**config.mk**
```make
export PLATFORM = sky130hd
export DESIGN_NAME = uart_serial_engine
export DESIGN_NICKNAME = d
export VERILOG_FILES = /design/src/rtl/uart_eng_pkg.sv /design/src/rtl/uart_baud_tick.sv /design/src/rtl/uart_tx_fsm.sv /design/src/rtl/uart_rx_fsm.sv /design/src/rtl/uart_serial_engine.sv
export SDC_FILE = /design/constraint.sdc
export NUM_CORES = 1
export LEC_CHECK = 0
export CAP_MARGIN = 20
export CORE_ASPECT_RATIO = 1.2
export CORE_MARGIN = 10
export CORE_UTILIZATION = 40
export CTS_BUF_LIST = sky130_fd_sc_hd__clkbuf_4 sky130_fd_sc_hd__clkbuf_8
export DETAILED_ROUTE_END_ITERATION = 8
export PLACE_DENSITY = 0.64
export SLEW_MARGIN = 20
export SYNTH_ARGS = -nofsm -noshare
export SYNTH_HDL_FRONTEND = slang
export SYNTH_HIERARCHICAL = 1
export SYNTH_SLANG_ARGS = --single-unit
```
**constraint.sdc**
```tcl
create_clock -name clk -period 3.1 [get_ports clk]
set_clock_uncertainty 0.1 [all_clocks]
set_input_delay 0.62 -clock clk [delete_from_list [all_inputs] [get_ports clk]]
set_output_delay 0.62 -clock clk [all_outputs]
set_load 0.05 [all_outputs]
```
**src/rtl/uart_eng_pkg.sv**
```systemverilog
package uart_eng_pkg;

    localparam int BYTE_W = 8;
    localparam int ERR_W  = 4;

    // Error word bit positions (decoded by the neighbouring block)
    localparam int ERR_OVR = 0;
    localparam int ERR_PAR = 1;
    localparam int ERR_FRM = 2;
    localparam int ERR_BRK = 3;

    typedef enum logic [2:0] {
        TX_IDLE, TX_START, TX_DATA, TX_PAR, TX_STOP
    } tx_state_e;

    typedef enum logic [2:0] {
        RX_IDLE, RX_START, RX_DATA, RX_PAR, RX_STOP, RX_RECOVER
    } rx_state_e;

    // Parity bit for a frame; sel[2] clear means no parity (result unused)
    function automatic logic calc_parity(input logic [2:0] sel,
                                         input logic [BYTE_W-1:0] d,
                                         input logic [1:0] len);
        logic [BYTE_W-1:0] mask;
        logic x;
        mask = 8'hFF >> (2'd3 - len);
        x = ^(d & mask);
        unique case (sel)
            3'd4:    calc_parity = ~x;
            3'd5:    calc_parity = x;
            3'd6:    calc_parity = 1'b1;
            3'd7:    calc_parity = 1'b0;
            default: calc_parity = 1'b0;
        endcase
    endfunction

endpackage

```
**src/rtl/uart_baud_tick.sv**
```systemverilog
module uart_baud_tick #(
    parameter int DIV_W = 16
) (
    input  logic             clk,
    input  logic             rst_n,
    input  logic [DIV_W-1:0] div,
    output logic             tick
);

    logic [DIV_W-1:0] cnt_q;

    assign tick = (cnt_q == '0);

    always_ff @(posedge clk or negedge rst_n) begin
        if (!rst_n)
            cnt_q <= '0;
        else if (tick)
            cnt_q <= div;
        else
            cnt_q <= cnt_q - 1'b1;
    end

    // with a non-zero divisor, ticks never occur on adjacent clocks
    assert_tick_gap_R1: assert property (@(posedge clk) disable iff (!rst_n)
        (tick && div != '0) |=> !tick);

endmodule

```
**src/rtl/uart_tx_fsm.sv**
```systemverilog
module uart_tx_fsm
    import uart_eng_pkg::*;
#(
    parameter int OS_RATE = 16
) (
    input  logic              clk,
    input  logic              rst_n,
    input  logic              tick,
    input  logic [1:0]        mode,
    input  logic [1:0]        len,
    input  logic [2:0]        par_sel,
    input  logic              two_stop,
    input  logic              valid,
    input  logic [BYTE_W-1:0] data,
    output logic              ready,
    output logic              line,
    output logic              empty
);

    localparam int CNT_W = $clog2(OS_RATE);
    localparam logic [CNT_W-1:0] LAST_TICK = CNT_W'(OS_RATE - 1);

    tx_state_e         state, nxt;
    logic [CNT_W-1:0]  tcnt;
    logic [2:0]        bidx;
    logic              sidx;
    logic [BYTE_W-1:0] shreg;
    logic [1:0]        len_q;
    logic              par_en_q, par_val_q, two_q;
    logic              accept, bit_end;
    logic [2:0]        last_bit;

    assign accept   = (state == TX_IDLE) && valid && (mode != 2'b00);
    assign bit_end  = tick && (tcnt == LAST_TICK);
    assign last_bit = {1'b0, len_q} + 3'd4;

    // State register
    always_ff @(posedge clk or negedge rst_n) begin
        if (!rst_n) state <= TX_IDLE;
        else        state <= nxt;
    end

    // Transitions
    always_comb begin
        nxt = state;
        unique case (state)
            TX_IDLE:  if (accept) nxt = TX_START;
            TX_START: if (bit_end) nxt = TX_DATA;
            TX_DATA:  if (bit_end && bidx == last_bit)
                          nxt = par_en_q ? TX_PAR : TX_STOP;
            TX_PAR:   if (bit_end) nxt = TX_STOP;
            TX_STOP:  if (bit_end && sidx == two_q) nxt = TX_IDLE;
            default:  nxt = TX_IDLE;
        endcase
    end

    // Frame datapath
    always_ff @(posedge clk or negedge rst_n) begin
        if (!rst_n) begin
            tcnt      <= '0;
            bidx      <= '0;
            sidx      <= 1'b0;
            shreg     <= '0;
            len_q     <= '0;
            par_en_q  <= 1'b0;
            par_val_q <= 1'b0;
            two_q     <= 1'b0;
        end else if (accept) begin
            tcnt      <= '0;
            bidx      <= '0;
            sidx      <= 1'b0;
            shreg     <= data;
            len_q     <= len;
            par_en_q  <= par_sel[2];
            par_val_q <= calc_parity(par_sel, data, len);
            two_q     <= two_stop;
        end else if (tick && state != TX_IDLE) begin
            tcnt <= (tcnt == LAST_TICK) ? '0 : tcnt + 1'b1;
            if (bit_end && state == TX_DATA) bidx <= bidx + 1'b1;
            if (bit_end && state == TX_STOP) sidx <= ~sidx;
        end
    end

    // Outputs
    always_comb begin
        ready = 1'b0;
        empty = 1'b0;
        line  = 1'b1;
        unique case (state)
            TX_IDLE: begin
                ready = (mode != 2'b00);
                empty = 1'b1;
                line  = 1'b1;
            end
            TX_START: line = 1'b0;
            TX_DATA:  line = shreg[bidx];
            TX_PAR:   line = par_val_q;
            TX_STOP:  line = 1'b1;
            default:  line = 1'b1;
        endcase
    end

    // a disabled transmitter never offers to accept
    assert_tx_off_R8: assert property (@(posedge clk) disable iff (!rst_n)
        (mode == 2'b00) |-> !ready);

    // an accepted byte makes the shifter busy on the next cycle
    assert_busy_after_accept_R10: assert property (@(posedge clk) disable iff (!rst_n)
        (valid && ready) |=> !empty);

endmodule

```
**src/rtl/uart_rx_fsm.sv**
```systemverilog
module uart_rx_fsm
    import uart_eng_pkg::*;
#(
    parameter int OS_RATE = 16
) (
    input  logic              clk,
    input  logic              rst_n,
    input  logic              tick,
    input  logic [1:0]        mode,
    input  logic [1:0]        len,
    input  logic [2:0]        par_sel,
    input  logic              line,
    input  logic              ack,
    output logic              rx_valid,
    output logic [BYTE_W-1:0] rx_data,
    output logic [ERR_W-1:0]  rx_status
);

    localparam int CNT_W = $clog2(OS_RATE);
    localparam logic [CNT_W-1:0] LAST_TICK = CNT_W'(OS_RATE - 1);
    localparam logic [CNT_W-1:0] MID_TICK  = CNT_W'(OS_RATE / 2 - 1);

    rx_state_e         state, nxt;
    logic [CNT_W-1:0]  tcnt;
    logic [2:0]        bidx;
    logic [BYTE_W-1:0] data_q;
    logic [1:0]        len_q;
    logic [2:0]        par_sel_q;
    logic              par_s, all_low;
    logic              start_det, mid_hit, bit_end, done;
    logic              brk, frm, perr, ovr;
    logic [2:0]        last_bit;

    assign start_det = (state == RX_IDLE) && tick && (mode != 2'b00) && !line;
    assign mid_hit   = (state == RX_START) && tick && (tcnt == MID_TICK);
    assign bit_end   = tick && (tcnt == LAST_TICK);
    assign done      = (state == RX_STOP) && bit_end;
    assign last_bit  = {1'b0, len_q} + 3'd4;

    assign frm  = !line;
    assign brk  = frm && all_low;
    assign perr = par_sel_q[2] && !brk &&
                  (par_s != calc_parity(par_sel_q, data_q, len_q));
    assign ovr  = rx_valid && !ack;

    // State register
    always_ff @(posedge clk or negedge rst_n) begin
        if (!rst_n) state <= RX_IDLE;
        else        state <= nxt;
    end

    // Transitions
    always_comb begin
        nxt = state;
        unique case (state)
            RX_IDLE:    if (start_det) nxt = RX_START;
            RX_START:   if (mid_hit) nxt = line ? RX_IDLE : RX_DATA;
            RX_DATA:    if (bit_end && bidx == last_bit)
                            nxt = par_sel_q[2] ? RX_PAR : RX_STOP;
            RX_PAR:     if (bit_end) nxt = RX_STOP;
            RX_STOP:    if (bit_end) nxt = line ? RX_IDLE : RX_RECOVER;
            RX_RECOVER: if (line) nxt = RX_IDLE;
            default:    nxt = RX_IDLE;
        endcase
    end

    // Sampling datapath
    always_ff @(posedge clk or negedge rst_n) begin
        if (!rst_n) begin
            tcnt      <= '0;
            bidx      <= '0;
            data_q    <= '0;
            len_q     <= '0;
            par_sel_q <= '0;
            par_s     <= 1'b0;
            all_low   <= 1'b0;
        end else if (start_det) begin
            tcnt      <= '0;
            bidx      <= '0;
            data_q    <= '0;
            len_q     <= len;
            par_sel_q <= par_sel;
            all_low   <= 1'b1;
        end else if (tick) begin
            unique case (state)
                RX_START:
                    tcnt <= mid_hit ? '0 : tcnt + 1'b1;
                RX_DATA: begin
                    tcnt <= bit_end ? '0 : tcnt + 1'b1;
                    if (bit_end) begin
                        data_q[bidx] <= line;
                        bidx         <= bidx + 1'b1;
                        if (line) all_low <= 1'b0;
                    end
                end
                RX_PAR: begin
                    tcnt <= bit_end ? '0 : tcnt + 1'b1;
                    if (bit_end) begin
                        par_s <= line;
                        if (line) all_low <= 1'b0;
                    end
                end
                RX_STOP:
                    tcnt <= bit_end ? '0 : tcnt + 1'b1;
                default: ;
            endcase
        end
    end

    // Held result towards the consumer
    always_ff @(posedge clk or negedge rst_n) begin
        if (!rst_n) begin
            rx_valid  <= 1'b0;
            rx_data   <= '0;
            rx_status <= '0;
        end else if (done) begin
            rx_valid           <= 1'b1;
            rx_data            <= data_q;
            rx_status[ERR_OVR] <= ovr;
            rx_status[ERR_PAR] <= perr;
            rx_status[ERR_FRM] <= frm;
            rx_status[ERR_BRK] <= brk;
        end else if (ack) begin
            rx_valid <= 1'b0;
        end
    end

    // a start that reads high at mid-bit is abandoned
    assert_glitch_drop_R7: assert property (@(posedge clk) disable iff (!rst_n)
        (mid_hit && line) |=> (state == RX_IDLE));

    // a disabled receiver stays idle
    assert_rx_off_R8: assert property (@(posedge clk) disable iff (!rst_n)
        (mode == 2'b00 && state == RX_IDLE) |=> (state == RX_IDLE));

    // an unacknowledged byte is held unchanged
    assert_hold_R9: assert property (@(posedge clk) disable iff (!rst_n)
        (rx_valid && !ack && !done) |=> (rx_valid && $stable(rx_data) && $stable(rx_status)));

    // a break report always carries the frame flag
    assert_break_frame_R5: assert property (@(posedge clk) disable iff (!rst_n)
        (rx_valid && rx_status[ERR_BRK]) |-> rx_status[ERR_FRM]);

endmodule

```
**src/rtl/uart_serial_engine.sv**
```systemverilog
module uart_serial_engine
    import uart_eng_pkg::*;
#(
    parameter int DIV_W       = 16,
    parameter int OS_RATE     = 16,
    parameter int SYNC_STAGES = 2
) (
    input  logic             clk,
    input  logic             rst_n,
    input  logic [DIV_W-1:0] baud_div,
    input  logic [5:0]       line_cfg,
    input  logic [5:0]       ctrl_cfg,
    input  logic             tx_valid,
    input  logic [7:0]       tx_data,
    output logic             tx_ready,
    output logic             shifter_empty,
    output logic             tx_pin,
    input  logic             rx_pin,
    output logic             rx_valid,
    input  logic             rx_ack,
    output logic [7:0]       rx_data,
    output logic [3:0]       rx_status
);

    logic                   tick;
    logic                   tx_line, tx_int, rx_src;
    logic [SYNC_STAGES-1:0] sync_q;

    wire       loop_en  = ctrl_cfg[5];
    wire       brk_en   = ctrl_cfg[4];
    wire [1:0] tx_mode  = ctrl_cfg[3:2];
    wire [1:0] rx_mode  = ctrl_cfg[1:0];
    wire [1:0] len      = line_cfg[1:0];
    wire       two_stop = line_cfg[2];
    wire [2:0] par_sel  = line_cfg[5:3];

    uart_baud_tick #(.DIV_W(DIV_W)) u_tick (
        .clk  (clk),
        .rst_n(rst_n),
        .div  (baud_div),
        .tick (tick)
    );

    uart_tx_fsm #(.OS_RATE(OS_RATE)) u_tx (
        .clk     (clk),
        .rst_n   (rst_n),
        .tick    (tick),
        .mode    (tx_mode),
        .len     (len),
        .par_sel (par_sel),
        .two_stop(two_stop),
        .valid   (tx_valid),
        .data    (tx_data),
        .ready   (tx_ready),
        .line    (tx_line),
        .empty   (shifter_empty)
    );

    assign tx_int = brk_en ? 1'b0 : tx_line;
    assign tx_pin = loop_en ? 1'b1 : tx_int;
    assign rx_src = loop_en ? tx_int : rx_pin;

    always_ff @(posedge clk or negedge rst_n) begin
        if (!rst_n) sync_q <= '1;
        else        sync_q <= {sync_q[SYNC_STAGES-2:0], rx_src};
    end

    uart_rx_fsm #(.OS_RATE(OS_RATE)) u_rx (
        .clk      (clk),
        .rst_n    (rst_n),
        .tick     (tick),
        .mode     (rx_mode),
        .len      (len),
        .par_sel  (par_sel),
        .line     (sync_q[SYNC_STAGES-1]),
        .ack      (rx_ack),
        .rx_valid (rx_valid),
        .rx_data  (rx_data),
        .rx_status(rx_status)
    );

endmodule

```
==> flow_summary.json, run 1 <==
{
  "status": "completed",
  "layout-drive-gt1-share": 0.125,
  "grtUsageTotal": 0.134,
  "intPower_mw": 2.08,
  "wire_per_inst_um": 15.1,
  "synth_top_area_share": 0.445,
  "start_util": 0.413,
  "cp.arrival_ns": 2.23,
  "place_congestion": 0.867,
  "sw_frac_of_total": 0.334,
  "io_pins": 57,
  "rsz0062_at_grt": "false",
  "synth_area_leaders": "dfrtp_1 45%, nand2_1 7.1%, nor2_1 3.8%, xnor2_1 3.0%, o21ai_0 3.0%",
  "rows": 41,
  "netlist_instances": 465,
  "drv_cap": 0,
  "grt_start_max_net_pins": 81,
  "clockRootBuffer": "clkbuf_8",
  "yosysWarnings": 6,
  "critPathMaxFanout": 4,
  "power_density_mw_per_mm2": 585,
  "drv_slew": 0,
  "grt.overflow.total": 0,
  "maxSlewHeadroom": 0.649,
  "hpwl_um": 7380,
  "clk_pin_slew_ns": 0.09,
  "p_seq_frac": 0.466,
  "area_growth_pct": 22.1,
  "clkPwrFrac": 0.273,
  "min_path_type": "primary input to async pin",
  "ys.flop_type": "dfrtp_1",
  "antenna_left": 0,
  "nets": 568,
  "drc": 0,
  "synth_seq_cells": 80,
  "die_y_um": 135,
  "die_width_um": 116,
  "synth_area_mm2": 0.00438,
  "wirelength_um": 9890,
  "yosysTopAreaCell": "dfrtp_1",
  "r2r_setup_slack_ns": 0.26,
  "hold_viol_final": 0,
  "core_mm2": 0.0106,
  "clockBufferDepth": 2,
  "cts_tree": "built",
  "first_pass_iters": 4,
  "finalSetupTns_ns": 0,
  "peakVddDrop_v": 0.000268,
  "place_inst": 637,
  "grt_pass1_wl_um": 17000,
  "netSwitchingPower_mw": 1.05,
  "yosysUniqueCellTypes": 66,
  "cts_hold_buffers": 0,
  "grt_pass1_vias": 3582,
  "via_per_inst": 5.36,
  "max_freq_ghz": 0.340,
  "final_cells": 655,
  "syn_nets": 512,
  "syn_area_per_cell_um2": 9.43,
  "vias": 3514,
  "clk_latency_ns": 0.36,
  "crit_type": "register to output pin",
  "worstSetupEndpointType": "output pin",
  "period_share": 0.950,
  "synth_edf_count": 0,
  "post-route-util": 0.504,
  "cts.sinks": 80,
  "cts_made_buffers": 9,
  "antenna_found_initial": 0,
  "synthArstFlopShare": 1.00,
  "drtIter0Drc": 213,
  "die_area_mm2": 0.0156,
  "htreeDepth": 3,
  "setup.worst_path.start_class": "register",
  "combPwrFrac": 0.261,
  "fillCellCount": 1003,
  "tightest_slew_ns": 0.525,
  "port_buffers": 56,
  "cellLeakagePower_nw": 2.34,
  "crit_required_ns": 2.38,
  "fin_crit_ns": 2.95,
  "setup_violations": 0,
  "antennaDiodeCount": 0,
  "seq_area_frac_synth": 0.457
}
-- cells in the mapped netlist, types with 4 or more instances --
| cell type | number |
|---|---|
| nand2_1 | 83 |
| dfrtp_1 | 78 |
| nor2_1 | 44 |
| o21ai_0 | 26 |
| a21oi_1 | 24 |
| xnor2_1 | 15 |
| clkbuf_1 | 14 |
| xor2_1 | 14 |
| nand3_1 | 13 |
| inv_1 | 10 |
| buf_2 | 9 |
| mux2_2 | 9 |
| o31ai_1 | 8 |
| nand2b_1 | 7 |
| o211ai_1 | 7 |
| ha_1 | 6 |
| nand4_1 | 6 |
| nor2b_1 | 6 |
| nand3b_1 | 5 |
| nor3_1 | 5 |
| nor4_1 | 4 |
-- final cells by class --
| class | instances | area (µm²) | share of cell area |
|---|---|---|---|
| flip-flops and latches | 80 | 2010 | 0.375 |
| repair buffers | 68 | 659 | 0.123 |
| clock inverters | 6 | 93.8 | 0.0175 |
| multi-input cells | 352 | 2260 | 0.423 |
| well taps | 129 | 161 | 0.0302 |
| inverters | 10 | 37.5 | 0.00701 |
| clock buffers | 10 | 131 | 0.0245 |
-- logic make-up after synthesis --
group | Yosys count | share of synthesized area
AND/OR/NAND/NOR | 202 | 0.238
AO/OA/AOI/OAI | 99 | 0.148
flip-flops | 80 | 0.457
buffers and inverters | 33 | 0.0308
XOR/XNOR | 31 | 0.0682
multiplexers | 14 | 0.0403
adder cells (fa/ha/maj) | 6 | 0.0171
-- what timing repair did --
item,CTS,global route
pin swaps,0,0
buffers inserted,0,2
endpoints found under the setup margin,1,18
resized for setup,1,4
-- power by group through the flow --
stage	Clock [mW]	Sequential, mW	Combinational, mW
4_1_cts	0.882	1.46	0.818
3_3_place_gp	0	1.47	0.794
5_1_grt	0.924	1.49	0.918
3_5_place_dp	0	1.48	0.811
6_report	0.855	1.46	0.816
2_1_floorplan	0	1.39	0.638
-- cell usage in the layout (no fill, tap or decap), types with 3 or more instances in the layout --
cell	instances
nor3_1	4
o21a_1	3
mux2i_1	3
o31ai_1	8
nand3b_1	5
nor2_1	44
nand4_1	6
xnor2_1	15
inv_1	10
mux2_2	9
dfrtp_1	77
ha_1	6
nand4b_1	3
clkbuf_8	9
o211ai_1	7
o22ai_1	3
a21oi_1	24
nor4_1	4
nand3_1	13
xor2_1	14
o21ai_0	26
nand2b_1	7
clkdlybuf4s50_1	53
or4_1	3
nand2_1	83
buf_4	13
a31oi_1	3
nor2b_1	6
clkinv_4	3
-- critical path, stage by stage (launching register included) --
cell and delay (ns):
dfrtp_2 0.41, mux4_2 0.50, mux2i_1 0.15, a21oi_1 0.09, a311o_1 0.37, a21o_1 0.17
buf_4 0.18
-- path summary, 6_finish.rpt --
check / cells past startpoint / end / start
max: 6 / tx_pin / u_tx/bidx[0]$_DFFE_PN0P_
min: 2 / u_tick/cnt_q[2]$_DFF_PN0_ / rst_n
max reg2reg: 11 / u_rx/data_q[3]$_DFFE_PN0P_ / u_tick/cnt_q[0]$_DFF_PN0_
min reg2reg: 0 / sync_q[1]$_DFF_PN1_ / sync_q[0]$_DFF_PN1_
max in group asynchronous: 2 / sync_q[0]$_DFF_PN1_ / rst_n
min in group clk: 0 / sync_q[1]$_DFF_PN1_ / sync_q[0]$_DFF_PN1_
-- sequential cells by signal, summed over array words and instances (netlist names), 2 cells and up --
register,cells
sync_q,2
u_rx/bidx,3
u_rx/data_q,8
u_rx/len_q,2
u_rx/par_sel_q,3
u_rx/rx_data,8
u_rx/rx_status,4
u_rx/state,3
u_rx/tcnt,4
u_tick/cnt_q,16
u_tx/bidx,3
u_tx/len_q,2
u_tx/shreg,8
u_tx/state,3
u_tx/tcnt,4
-- stage by stage --
| stage | setup WS [ns] | instance area, µm² | total power [mW] | hold slack, ns |
|---|---|---|---|---|
| detailed placement | 0.169 | 5090 | 2.29 | 0.247 |
| global placement | 0.315 | 5090 | 2.26 | 0.246 |
| CTS | 0.0689 | 5310 | 3.16 | 0.186 |
| floorplan | 0.000232 | 4380 | 2.02 | 0.224 |
| global route | 0.00714 | 5350 | 3.34 | 0.169 |
| finish | 0.155 | 5350 | 3.13 | 0.141 |
-- per-layer routing --
layer | vias to the layer above | track usage | routed length (µm)
met5 | - | 0 | 0
met4 | 0 | 0.0564 | 161
met3 | 12 | 0.0319 | 348
met2 | 50 | 0.226 | 4970
met1 | 1703 | 0.160 | 4410
li1 | 1749 | - | -
(Power assumes the default switching activity.)
==> run 2: changes to the inputs <==
--- a/config.mk
+++ b/config.mk
@@ -7,7 +7,7 @@
 export LEC_CHECK = 0
 export CAP_MARGIN = 20
 export CORE_ASPECT_RATIO = 1.2
-export CORE_MARGIN = 10
+export CORE_MARGIN = 4
 export CORE_UTILIZATION = 40
 export CTS_BUF_LIST = sky130_fd_sc_hd__clkbuf_4 sky130_fd_sc_hd__clkbuf_8
 export DETAILED_ROUTE_END_ITERATION = 8
==> run 2 against run 1 <==
  * Clock power rose by 19%
  * Flip-flop and latch count did not move
  * Largest power group unchanged
  * Worst hold slack improved by 0.033 ns
  * Routed wire length fell by 2.1%
  * Largest cell class unchanged
  * Critical endpoint unchanged
  * Count of clock-buffer cells in the layout did not move
==> flow_summary.json, run 2 (synthesis results as in run 1) <==
{
  "worstSetupEndpointType": "output pin",
  "p_seq_frac": 0.444,
  "clockRootBuffer": "clkbuf_8",
  "antennaDiodeCount": 0,
  "port_buffers": 56,
  "core_mm2": 0.0106,
  "grt_start_max_net_pins": 81,
  "maxSlewHeadroom": 0.635,
  "setup.worst_path.start_class": "register",
  "clk_latency_ns": 0.36,
  "antenna_found_initial": 0,
  "rows": 41,
  "grt_pass1_wl_um": 17000,
  "fin_crit_ns": 2.96,
  "slowest_stage": "mux4_2",
  "nets": 569,
  "critPathBufInv": 1,
  "min_path_type": "primary input to async pin",
  "crit_required_ns": 2.38,
  "netSwitchingPower_mw": 1.03,
  "vias": 3577,
  "wl_met1_um": 4400,
  "path_cells": "mux4_2 > mux2i_1 > a21oi_1 > a311o_1 > a21o_1 > buf_4",
  "place_congestion": 0.862,
  "first_pass_iters": 4,
  "slowest_delay_ns": 0.51,
  "power_density_mw_per_mm2": 610,
  "grtUsageTotal": 0.164,
  "hold_viol_final": 0,
  "via_per_inst": 5.45,
  "cts_tree": "built",
  "max_freq_ghz": 0.338,
  "antenna_left": 0,
  "stdcell_area_mm2": 0.00539,
  "clk_pin_slew_ns": 0.08,
  "intPower_mw": 2.25,
  "peakVddDrop_v": 0.000258,
  "finalSetupTns_ns": 0,
  "drv_slew": 0,
  "layout_commonest_cell": "nand2_1",
  "route.met3.wl_um": 375,
  "wl_met2_um": 4680,
  "cts_made_buffers": 9,
  "io_pins": 57,
  "htreeDepth": 3,
  "status": "completed",
  "die_y_um": 123,
  "crit_type": "register to output pin",
  "die_area_mm2": 0.0127,
  "sw_frac_of_total": 0.315,
  "cp.arrival_ns": 2.24,
  "drv_cap": 0,
  "clkPwrFrac": 0.311,
  "tightest_slew_ns": 0.543,
  "dpl_cell_area_mm2": 0.00509,
  "period_share": 0.955,
  "rsz0062_at_grt": "false",
  "mostFrequentLayoutCells": "83 x nand2_1, 77 x dfrtp_1, 53 x clkdlybuf4s50_1",
  "worstReg2RegStart": "u_tick/cnt_q[2]$_DFF_PN0_",
  "wire_per_inst_um": 14.8,
  "cp_top_family": "multiplexers",
  "fillCellCount": 1007,
  "drtIter0Drc": 158,
  "layout-drive-gt1-share": 0.125,
  "critPathMaxFanout": 5,
  "r2r-end": "u_rx/state[0]$_DFFE_PN0P_",
  "r2r_setup_slack_ns": 0.22,
  "grt_pass1_vias": 3611,
  "clockBufferDepth": 2,
  "combPwrFrac": 0.245,
  "routed.top_layer": "met4",
  "regMostFlops": "u_tick/cnt_q",
  "cts.sinks": 80,
  "start_util": 0.413,
  "wirelength_um": 9690,
  "largest_reg_flops": 16,
  "area_growth_pct": 22.9,
  "die_width_um": 104,
  "grt.overflow.total": 0,
  "hpwl_um": 7090,
  "r2r_cells": 9,
  "cellLeakagePower_nw": 2.36,
  "drc": 0,
  "setup_violations": 0
}
==> run 2: stage by stage <==
stage	worst slack, ns	utilization	hold WS (ns)	cells	total power [mW]
floorplan	0.000232	-	0.224	465	2.02
global route	0.0112	0.507	0.185	656	3.48
detailed placement	0.177	0.480	0.249	638	2.28
global placement	0.294	0.480	0.246	638	2.26
CTS	0.0359	0.505	0.173	654	3.32
finish	0.138	0.507	0.173	656	3.28
==> run 2: worst max-delay path by stage <==
| stage | from | endpoint | slack (ns) | depth (start not counted) |
|---|---|---|---|---|
| 4_1_cts | u_tx/bidx[0]$_DFFE_PN0P_ | tx_pin | 0.04 | 6 |
| 3_3_place_gp | u_tick/cnt_q[0]$_DFF_PN0_ | u_rx/data_q[3]$_DFFE_PN0P_ | 0.29 | 12 |
| 5_1_grt | u_tx/bidx[0]$_DFFE_PN0P_ | tx_pin | 0.01 | 6 |
| 3_5_place_dp | u_tick/cnt_q[0]$_DFF_PN0_ | u_rx/state[0]$_DFFE_PN0P_ | 0.18 | 11 |
| 2_1_floorplan | u_tick/cnt_q[2]$_DFF_PN0_ | u_rx/data_q[3]$_DFFE_PN0P_ | 0.0002 | 11 |
| 6_report | u_tx/bidx[0]$_DFFE_PN0P_ | tx_pin | 0.14 | 6 |
==> run 2: power by group through the flow <==
stage	Clock, mW	Combinational (mW)	Sequential, mW
6_report	1.02	0.804	1.46
5_1_grt	1.09	0.895	1.49
3_5_place_dp	0	0.804	1.48
4_1_cts	1.05	0.811	1.46
3_3_place_gp	0	0.790	1.47
2_1_floorplan	0	0.638	1.39
==> run 2: routing by layer <==
layer | track usage | up-vias
met3 | 0.0289 | 15
li1 | - | 1751
met4 | 0.0840 | 0
met2 | 0.273 | 81
met5 | 0 | -
met1 | 0.208 | 1730
==> run 2: timing repair <==
action	in CTS	in global routing
endpoints found under the setup margin	1	21
hold buffers	0	0
pin swaps	0	1
resized for setup	1	2
setup buffers	0	2
==> run 2: final cells by class <==
cell class | count | area, µm² | share of cell area
clock buffers | 10 | 138 | 0.0256
clock inverters | 6 | 130 | 0.0242
inverters | 10 | 37.5 | 0.00697
multi-input cells | 352 | 2250 | 0.418
flip-flops and latches | 80 | 2010 | 0.372
well taps | 129 | 161 | 0.0300
repair buffers | 69 | 663 | 0.123
==> run 3: changes to the inputs <==
--- a/config.mk
+++ b/config.mk
@@ -11,6 +11,7 @@
 export CORE_UTILIZATION = 40
 export CTS_BUF_LIST = sky130_fd_sc_hd__clkbuf_4 sky130_fd_sc_hd__clkbuf_8
 export DETAILED_ROUTE_END_ITERATION = 8
+export MAX_ROUTING_LAYER = met4
 export PLACE_DENSITY = 0.64
 export SLEW_MARGIN = 20
 export SYNTH_ARGS = -nofsm -noshare
==> run 3 against run 2 <==
  * Total power about the same
  * Routed wire length increased by 0.67%
  * First-iteration DRC count increased by 14%
  * Core utilization unchanged
  * Count of clock-buffer cells in the layout unchanged
  * Clock power about the same
  * Worst hold slack improved by 0.0025 ns
  * Sequential share of layout area unchanged
  * Die area unchanged
  * Sequential power about the same
  * Combinational power about the same
  * Highest routed layer unchanged
==> flow_summary.json, run 3 (synthesis results as in run 1) <==
{
  "crit_type": "register to output pin",
  "start_util": 0.413,
  "largest_reg_flops": 16,
  "fillCellCount": 1007,
  "vias": 3584,
  "slowest_stage": "mux4_2",
  "drv_slew": 0,
  "layout_commonest_cell": "nand2_1",
  "sw_frac_of_total": 0.315,
  "cts_tree": "built",
  "rsz0062_at_grt": "false",
  "io_pins": 57,
  "area_growth_pct": 22.9,
  "max_freq_ghz": 0.338,
  "drc": 0,
  "cp_num_cells": 6,
  "hold_viol_final": 0,
  "die_y_um": 123,
  "port_buffers": 56,
  "place_inst": 638,
  "setup_violations": 0,
  "place_congestion": 0.876,
  "rows": 41,
  "cp.arrival_ns": 2.24,
  "combPwrFrac": 0.245,
  "register_area_mm2": 0.00201,
  "maxSlewHeadroom": 0.627,
  "clockBufferDepth": 2,
  "r2r_setup_slack_ns": 0.21,
  "setup_slack_ns": 0.138,
  "power_density_mw_per_mm2": 610,
  "clkPwrFrac": 0.312,
  "drv_cap": 0,
  "status": "completed",
  "min_path_type": "primary input to async pin",
  "grt_start_max_net_pins": 81,
  "slowest_delay_ns": 0.51,
  "netSwitchingPower_mw": 1.04,
  "antennaDiodeCount": 0,
  "peakVddDrop_v": 0.000258,
  "wirelength_um": 9750,
  "die_width_um": 104,
  "htreeDepth": 3,
  "finalPower_mw": 3.29,
  "r2r_cells": 9,
  "cts_hold_buffers": 0,
  "grt.overflow.total": 0,
  "drtIter0Drc": 180,
  "cp_top_family": "multiplexers",
  "crit_required_ns": 2.38,
  "pre_cts_slack_ns": 0.177,
  "antenna_left": 0,
  "period_share": 0.956,
  "hpwl_um": 7090,
  "critPathMaxFanout": 5,
  "path_cells": "mux4_2 > mux2i_1 > a21oi_1 > a311o_1 > a21o_1 > buf_4",
  "tightest_slew_ns": 0.555,
  "multiInputGateArea_mm2": 0.00225,
  "intPower_mw": 2.25,
  "clockRootBuffer": "clkbuf_8",
  "worstSetupEndpointType": "output pin",
  "grtUsageTotal": 0.169,
  "via_per_inst": 5.46,
  "setup.worst_path.start_class": "register",
  "critPathBufInv": 1,
  "antenna_found_initial": 0,
  "cts.sinks": 80,
  "layout-drive-gt1-share": 0.125,
  "cellLeakagePower_nw": 2.36,
  "first_pass_iters": 4,
  "core_mm2": 0.0106,
  "final_cells": 656,
  "wire_per_inst_um": 14.9,
  "grt_pass1_vias": 3605,
  "die_area_mm2": 0.0127,
  "mostFrequentLayoutCells": "83 x nand2_1, 77 x dfrtp_1, 53 x clkdlybuf4s50_1",
  "clk_pin_slew_ns": 0.08,
  "clk_latency_ns": 0.36,
  "p_seq_frac": 0.444,
  "cts_made_buffers": 9,
  "fin_crit_ns": 2.96,
  "regMostFlops": "u_tick/cnt_q",
  "nets": 569,
  "grt_pass1_wl_um": 17000,
  "finalSetupTns_ns": 0
}
-- run 3: cell counts in the layout (fill, tap and decap cells not counted) --
No cell type changed its count.
-- run 3: layout make-up --
| type | instances | area share |
|---|---|---|
| multi-input cells | 352 | 0.418 |
| well taps | 129 | 0.0300 |
| repair buffers | 69 | 0.123 |
| flip-flops and latches | 80 | 0.372 |
| clock inverters | 6 | 0.0242 |
| clock buffers | 10 | 0.0256 |
| inverters | 10 | 0.00697 |
-- run 3: power by group through the flow --
stage | combinational, mW | clock, mW | sequential (mW)
finish | 0.804 | 1.02 | 1.46
global route | 0.895 | 1.09 | 1.49
CTS | 0.811 | 1.05 | 1.46
detailed placement | 0.804 | 0 | 1.48
global placement | 0.790 | 0 | 1.47
floorplan | 0.638 | 0 | 1.39
-- run 3: metal layers --
layer | global-route usage | part of all wire
met5 | - | 0
met4 | 0.0840 | 0.024
met3 | 0.0289 | 0.040
met2 | 0.274 | 0.48
met1 | 0.208 | 0.45
-- run 3: what timing repair did --
| action | in CTS | in global routing |
|---|---|---|
| endpoints found under the setup margin | 1 | 21 |
| endpoints found under the hold margin | 0 | 0 |
| setup buffers | 0 | 2 |
| resized for setup | 1 | 2 |
| pin swaps | 0 | 1 |
| cloned | 0 | 0 |
-- run 3: through the flow --
step,hold slack (ns),util,area (µm²)
after floorplan,0.224,-,4380
after global placement,0.246,0.480,5090
after detailed placement,0.249,0.480,5090
after CTS,0.173,0.505,5360
after global routing,0.181,0.507,5390
final,0.176,0.507,5390
-- run 3: worst paths after layout --
check | startpoint | end
min reg2reg | sync_q[0]$_DFF_PN1_ | sync_q[1]$_DFF_PN1_
max reg2reg | u_tick/cnt_q[2]$_DFF_PN0_ | u_rx/state[0]$_DFFE_PN0P_
max | u_tx/bidx[0]$_DFFE_PN0P_ | tx_pin
min | rst_n | u_tick/cnt_q[12]$_DFF_PN0_
max in group asynchronous | rst_n | sync_q[0]$_DFF_PN1_
min in group clk | sync_q[0]$_DFF_PN1_ | sync_q[1]$_DFF_PN1_
-- run 3: worst register-to-register path: cells and delay by family (launching register included) --
family,cells,cell delay [ns]
flops,1,0.45
simple gates,5,1.29
mux,1,0.37
buf+inv,2,0.44
compound gates,1,0.11
